### config.mk
export PLATFORM = sky130hd
export DESIGN_NAME = busHoldGate
export DESIGN_NICKNAME = d
export VERILOG_FILES = /design/src/rtl/busHoldPkg.sv /design/src/rtl/holdCtrl.sv /design/src/rtl/holdDatapath.sv /design/src/rtl/busHoldGate.sv
export SDC_FILE = /design/constraint.sdc
export NUM_CORES = 1
export LEC_CHECK = 0
export BUFFER_PORTS_ARGS = -buffer_cell sky130_fd_sc_hd__clkbuf_2
export CAP_MARGIN = 30
export CORE_AREA = 4 4 41 43
export CTS_BUF_LIST = sky130_fd_sc_hd__clkbuf_2
export DETAILED_ROUTE_END_ITERATION = 10
export DIE_AREA = 0 0 45 47
export GPL_ROUTABILITY_DRIVEN = 0
export PLACE_DENSITY_LB_ADDON = 0.25
export SETUP_SLACK_MARGIN = 0.15
export SYNTH_ARGS = -nofsm -noshare
export SYNTH_HDL_FRONTEND = slang
export SYNTH_HIERARCHICAL = 1
export SYNTH_SLANG_ARGS = --single-unit
### constraint.sdc
create_clock -name clk -period 4.95 [get_ports clk]
set_clock_uncertainty 0.2 [all_clocks]
set_input_delay 0 -clock clk [delete_from_list [all_inputs] [get_ports clk]]
set_output_delay 0 -clock clk [all_outputs]
set_load 0.02 [all_outputs]
### src/rtl/busHoldPkg.sv
package busHoldPkg;

  typedef enum logic [2:0] {
    ST_ACTIVE      = 3'd0,
    ST_HOLD_WAIT   = 3'd1,
    ST_HELD        = 3'd2,
    ST_RELEASE_WAIT= 3'd3,
    ST_LOCKED      = 3'd4
  } holdState_e;

  // observations from the datapath to the control
  typedef struct packed {
    logic holdFall;
    logic holdHigh;
    logic sclkLow;
    logic csHigh;
  } pinEvent_t;

  // strobes from the control to the datapath
  typedef struct packed {
    logic gate;
    logic resetReq;
  } ctrlStrobe_t;

endpackage

### src/rtl/holdCtrl.sv
module holdCtrl
  import busHoldPkg::*;
(
  input  logic        clk,
  input  logic        rstN,
  input  logic        quadMode,
  input  pinEvent_t   ev,
  output ctrlStrobe_t strobe
);

  holdState_e state, stateNext;
  logic inHold;

  assign inHold = (state == ST_HELD) || (state == ST_RELEASE_WAIT);

  always_comb begin
    stateNext = state;
    unique case (state)
      ST_ACTIVE: begin
        if (ev.holdFall && !ev.csHigh)
          stateNext = ev.sclkLow ? ST_HELD : ST_HOLD_WAIT;
      end
      ST_HOLD_WAIT: begin
        if (ev.csHigh || ev.holdHigh) stateNext = ST_ACTIVE;
        else if (ev.sclkLow)          stateNext = ST_HELD;
      end
      ST_HELD: begin
        if (ev.csHigh)        stateNext = ST_LOCKED;
        else if (ev.holdHigh) stateNext = ev.sclkLow ? ST_ACTIVE : ST_RELEASE_WAIT;
      end
      ST_RELEASE_WAIT: begin
        if (ev.csHigh)         stateNext = ST_LOCKED;
        else if (!ev.holdHigh) stateNext = ST_HELD;
        else if (ev.sclkLow)   stateNext = ST_ACTIVE;
      end
      ST_LOCKED: begin
        if (ev.holdHigh && ev.csHigh) stateNext = ST_ACTIVE;
      end
      default: stateNext = ST_ACTIVE;
    endcase
    if (quadMode) stateNext = ST_ACTIVE;
  end

  always_ff @(posedge clk) begin
    if (!rstN) state <= ST_ACTIVE;
    else       state <= stateNext;
  end

  always_comb begin
    strobe.gate     = inHold || (state == ST_LOCKED);
    strobe.resetReq = inHold && ev.csHigh && !quadMode;
  end

  // quad mode cancels any hold at the next edge
  p_quad_cancels_r8: assert property (@(posedge clk) disable iff (!rstN)
    quadMode |=> (state == ST_ACTIVE));

  // a reset request always lands the control in the locked state
  p_reset_locks_r6: assert property (@(posedge clk) disable iff (!rstN)
    strobe.resetReq |=> (state == ST_LOCKED));

  // a deferred hold waits while the serial clock stays high
  p_defer_entry_r2: assert property (@(posedge clk) disable iff (!rstN)
    (state == ST_HOLD_WAIT && !ev.sclkLow && !ev.csHigh && !ev.holdHigh && !quadMode)
      |=> (state == ST_HOLD_WAIT));

  // a deferred release waits while the serial clock stays high
  p_defer_exit_r5: assert property (@(posedge clk) disable iff (!rstN)
    (state == ST_RELEASE_WAIT && !ev.sclkLow && !ev.csHigh && ev.holdHigh && !quadMode)
      |=> (state == ST_RELEASE_WAIT));

endmodule

### src/rtl/holdDatapath.sv
module holdDatapath
  import busHoldPkg::*;
(
  input  logic        clk,
  input  logic        rstN,
  input  logic        sclk,
  input  logic        csN,
  input  logic        holdN,
  input  logic        busy,
  input  ctrlStrobe_t strobe,
  output pinEvent_t   ev,
  output logic        shiftEn,
  output logic        soOe,
  output logic        ifReset,
  output logic        engineRun
);

  logic sclkQ, holdQ;
  logic sclkRise;

  assign sclkRise    = sclk && !sclkQ;
  assign ev.holdFall = holdQ && !holdN;
  assign ev.holdHigh = holdN;
  assign ev.sclkLow  = !sclk;
  assign ev.csHigh   = csN;

  always_ff @(posedge clk) begin
    if (!rstN) begin
      sclkQ     <= 1'b0;
      holdQ     <= 1'b1;
      shiftEn   <= 1'b0;
      soOe      <= 1'b0;
      ifReset   <= 1'b0;
      engineRun <= 1'b0;
    end else begin
      sclkQ     <= sclk;
      holdQ     <= holdN;
      shiftEn   <= sclkRise && !csN && !strobe.gate;
      soOe      <= !csN && !strobe.gate;
      ifReset   <= strobe.resetReq;
      engineRun <= busy;
    end
  end

  // no shift enable is issued out of a gated cycle
  p_no_shift_gated_r3: assert property (@(posedge clk) disable iff (!rstN)
    strobe.gate |=> !shiftEn);

  // output stays disabled behind a gated cycle
  p_oe_off_gated_r4: assert property (@(posedge clk) disable iff (!rstN)
    strobe.gate |=> !soOe);

  // the interface reset is a single-cycle pulse
  p_reset_pulse_r6: assert property (@(posedge clk) disable iff (!rstN)
    ifReset |=> !ifReset);

endmodule

### src/rtl/busHoldGate.sv
module busHoldGate
  import busHoldPkg::*;
(
  input  logic clk,
  input  logic rstN,
  input  logic sclk,
  input  logic csN,
  input  logic holdN,
  input  logic busy,
  input  logic quadMode,
  output logic shiftEn,
  output logic soOe,
  output logic ifReset,
  output logic engineRun
);

  pinEvent_t   ev;
  ctrlStrobe_t strobe;

  holdCtrl uCtrl (
    .clk      (clk),
    .rstN     (rstN),
    .quadMode (quadMode),
    .ev       (ev),
    .strobe   (strobe)
  );

  holdDatapath uPath (
    .clk       (clk),
    .rstN      (rstN),
    .sclk      (sclk),
    .csN       (csN),
    .holdN     (holdN),
    .busy      (busy),
    .strobe    (strobe),
    .ev        (ev),
    .shiftEn   (shiftEn),
    .soOe      (soOe),
    .ifReset   (ifReset),
    .engineRun (engineRun)
  );

endmodule

Word-level counts from Yosys, hierarchy flattened
Cells that the tools add are included.
{"block": "classes", "eq_ne": 9, "mux": 12, "bitwise_logic": 1, "reduce_logical": 20}
{"op": "$mux W3", "count": 9}
{"op": "$pmux W3 S5", "count": 1}
{"op": "$logic_and A1 B1 Y1", "count": 9}
{"op": "$eq A3 B2 Y1 const B", "count": 2}
{"op": "$logic_not A1 Y1", "count": 5}
{"op": "$reduce_and A5 Y1", "count": 1}
{"op": "$mux W2", "count": 2}
{"op": "$ne A2 B1 Y1 const B", "count": 2}
{"op": "$ne A4 B4 Y1 const B", "count": 1}
{"op": "$eq A3 B1 Y1 const B", "count": 1}
{"op": "$eq A3 B3 Y1 const B", "count": 1}
{"op": "$logic_not A3 Y1", "count": 1}
{"op": "$logic_or A1 B1 Y1", "count": 3}
{"op": "$ne A3 B2 Y1 const B", "count": 1}
{"op": "$ne A3 B3 Y1 const B", "count": 1}
{"op": "$reduce_or A2 Y1", "count": 1}
{"op": "$not A1 Y1", "count": 1}
{"block": "totals", "reg_bits": 9, "input_bits": 7, "output_inout_bits": 4, "wordCells": 49}

Depth between registers and ports, before layout
{"block": "depth", "depth_word": 5, "ltp_mapped": 5, "ltp_nobuf": 5}

Modules after synthesis
The synthesis kept the hierarchy.
{"module": "holdCtrl", "instances": 1, "cells_per_inst": 29, "area_each_um2": 227.7, "seq_area_each_um2": 60.1}
{"module": "holdDatapath", "instances": 1, "cells_per_inst": 16, "area_each_um2": 200.2, "seq_area_each_um2": 120.1}

Least setup slack after synthesis
Ideal clock, no wire load.
{"block": "synth_path", "path_kind": "register to register", "start": "register uCtrl.state[2]", "end": "register uCtrl.state[0]", "setup_ns": 0.059, "arrival_ns": 1.400, "required_ns": 4.691, "slack_ns": 3.291, "path_stages_with_launch": 5, "path_buffers": 0, "period_less_slack_ns": 1.659, "path_cell_list": "dfxtp_1 or4b_1 a211o_1 a211oi_2 a31o_1"}
{"block": "synth_via", "elab_chain_cells": 3, "word_cells_on_any_way": 12, "cone_classes": "eq/ne (9); mux (1); reduce/logical (2)"}
{"element": "from (decl)", "line": "holdCtrl.sv:11", "source": "holdState_e state, stateNext;"}
{"element": "from (signal assigned)", "line": "holdCtrl.sv:46", "source": "else state <= stateNext;"}
{"element": "$eq A3 B2 Y1 (tied with other cells)", "line": "holdCtrl.sv:18", "source": "unique case (state)"}
{"element": "$ne A4 B4 Y1 (no source line) (tied with other cells)"}
{"element": "$reduce_and A5 Y1 (no source line)"}
Parallel ways exist; a longest one is shown, timed or not.
A chain may end at the register's enable or synchronous reset.

==> reports/metrics.yaml <==
outcome:
  status: "complete, no violations"
pwr:
  powerDensity_nw_per_um2: 238
  power.leakage_nw: 0.263
  ir_drop_mv: 0.175
timing:
  slew_headroom_pct: 82.2
  final-setup-viol-count: 0
  tightest_slew_ps: 266
  period_needed_ps: 1960
  fin_setup_tns_ps: 0
  rsz0062_at_grt: "false"
  finalHoldViolCount: 0
  fmax_mhz: 510
  drv_slew: 0
  min_period_over_period_pct: 39.6
synthesis:
  synth_area_leader_cell: "dfxtp_1"
  synth-warning-count: 6
  ys_ff_latch: 9
  synthFlopType: "dfxtp_1"
  synth_area_leaders: "dfxtp_1 (42%), nor3b_2 (5.8%), and2_2 (5.3%), buf_4 (3.5%), nor2_1 (3.5%)"
  yosysUniqueCellTypes: 24
  syn_area_per_cell_um2: 9.51
  syn_inst: 45
  async_flop_share_pct: 0
  syn_nets: 52
  yosysSeqAreaShare_pct: 42.1
  synth_top_area_share_pct: 42.1
  synth_edf_count: 0
  syn-cell-area_um2: 428
cells_and_area:
  seqCellArea_um2: 180
  multi_input_area_um2: 225
  nNetsFinal: 75
  n_fill_cell: 139
  layout_common_cells: "clkbuf_2 (14), dlygate4sd3_1 (10), dfxtp_1 (9)"
  design_area_um2: 602
  syn_to_final_growth_pct: 40.6
  diodes: 0
  drive_gt1_share_pct: 34.3
  finish.utilization_pct: 46.3
  mostFrequentLayoutCell: "clkbuf_2"
setup_path:
  critPathRequiredTime_ps: 4900
  crit_path_end_kind: "register"
  cp_max_fo: 7
  path_class: "reg2reg"
  critPathMostFrequentCell: "nor3b_2"
  r2r_cells: 5
  arrival_ps: 1910
  r2r-end: "uPath/shiftEn$_SDFF_PN0_"
  reg2reg_slack_ps: 2990
  cp_slowest_stage_delay_ps: 550
  path_cells: "nor2b_1 -> o21bai_1 -> nor3b_2 -> dlygate4sd3_1 -> nor3b_2"
  rr_startpoint: "uCtrl/state[1]$_SDFFE_PP0P_"
  slowest_stage: "dlygate4sd3_1"
  start_kind: "register"
global_routing:
  gr-usage-met1_pct: 10.1
  antenna_found_initial: 0
  overflow: 0
  grt_use_met3_pct: 6.90
  grt_usage_pct: 10.5
  grt_pass1_wl_um: 1420
  use_met2_pct: 16.4
  busiest_layer: "met2"
  grt_pass1_vias: 337
  grt_max_degree: 10
routing:
  drt_iter0_drc: 5
  ant_nets: 0
  drt-total-wl_um: 813
  post-route-drc-count: 0
  wire_per_inst_um: 9.91
  vias: 373
  dr.pass1.iters: 4
  viasPerCell: 4.55
floorplanning:
  core_um2: 1300
  start_util_pct: 32.9
  die-area_um2: 2120
  dieHeight_um: 47
  dieWidth_um: 45
  ios: 11
  rows: 13
worst_hold_path:
  hold_path.class: "reg2reg"
  worstHoldStart: "uPath/sclkQ$_SDFF_PN0_"
  hold_end: "uPath/shiftEn$_SDFF_PN0_"
  hold-path-cell-count: 1
clock_tree:
  cts-root-buf: "clkbuf_2"
  clkSlewWorstSetupHoldPaths_ps: 90
  cts_tree: "yes"
  postCtsSetupRepairBufs: 0
  htree_num_levels: 1
  cts_buffer_depth: 2
  clock_latency_ps: 250
  cts_inserted_buffers: 3
  cts_sinks: 9
placement:
  place_area_um2: 482
  port_buffers: 10
  dp_hpwl_um: 591
flow_run:
  maxCapViolCount: 0
[how the worst max path moves through the flow]
stage                                           start                     endpoint  slack [ps]  depth (start not counted)
after global placement    uCtrl/state[2]$_SDFFE_PP0P_  uCtrl/state[0]$_SDFFE_PP0P_        3260                          4
final                     uCtrl/state[1]$_SDFFE_PP0P_     uPath/shiftEn$_SDFF_PN0_        2990                          5
after global routing      uCtrl/state[1]$_SDFFE_PP0P_     uPath/shiftEn$_SDFF_PN0_        2920                          5
after CTS                 uCtrl/state[1]$_SDFFE_PP0P_     uPath/shiftEn$_SDFF_PN0_        2990                          5
after floorplan           uCtrl/state[2]$_SDFFE_PP0P_  uCtrl/state[0]$_SDFFE_PP0P_        3290                          4
after detailed placement  uCtrl/state[2]$_SDFFE_PP0P_  uCtrl/state[0]$_SDFFE_PP0P_        3250                          4
[routing by layer]
metal	wire [um]	part of all wire, %
met5	0	0
met4	17	2.1
met3	59	7.3
met2	410	50
met1	326	40
[report_power, final]
| part | switching (mW) | total [mW] | internal (mW) | leakage (nW) |
|---|---|---|---|---|
| Clock | 0.0258 | 0.0473 | 0.0215 | 0.0166 |
| Combinational | 0.00894 | 0.0203 | 0.0113 | 0.173 |
| Sequential | 0.00111 | 0.0759 | 0.0748 | 0.0738 |
| Total | 0.0359 | 0.143 | 0.108 | 0.263 |
[layout make-up]
| cell class | count | area share (%) |
|---|---|---|
| Clock buffer | 4 | 3.33 |
| Tap cell | 15 | 3.12 |
| Sequential cell | 9 | 29.9 |
| Timing Repair Buffer | 20 | 24.9 |
| Inverter | 2 | 1.25 |
| Multi-Input combinational cell | 32 | 37.4 |
[per-stage QoR]
step	hold slack, ps	total power, mW	setup slack, ps	instances
after floorplan	-126	0.0879	3290	45
after global placement	21.8	0.0925	3260	68
after detailed placement	34.7	0.0927	3250	68
after CTS	223	0.147	2990	82
after global routing	243	0.152	2920	82
final	221	0.143	2990	82
[synth_stat cells, drive strengths merged (2+ instances only)]
cell type  number
buf             2
o21ai           2
nor2b           2
and2            3
a211oi          2
dfxtp           9
nor3b           2
a211o           2
inv             2
nand2b          3
nor2            4
nand2           3
[logic make-up (layout without fill, tap and decap cells)]
group,after synthesis,after routing,synth area share [%]
buffers and inverters,4,26,5.26
AO/OA/AOI/OAI,10,10,18.4
AND/OR/NAND/NOR,22,22,34.2
flip-flops,9,9,42.1
[registers in the layout, indices dropped and copies added (netlist names)]
signal           count
uPath/ifReset        1
uPath/soOe           1
uPath/shiftEn        1
uPath/holdQ          1
uPath/engineRun      1
uPath/sclkQ          1
uCtrl/state          3
[worst max-delay path: cells and delay by family, from the launching register on]
family                 cells  cell delay (ps)
AO/OA/AOI/OAI              1              160
buffers and inverters      1              550
flip-flops                 1              440
AND/OR/NAND/NOR            3              490
[timing repair]
action | 4_1_cts | 5_1_grt
gates resized for setup | 0 | 0
hold buffers | 10 | 0
hold endpoints to repair | 8 | 0
Note: power is estimated with default switching activity, not from simulation.
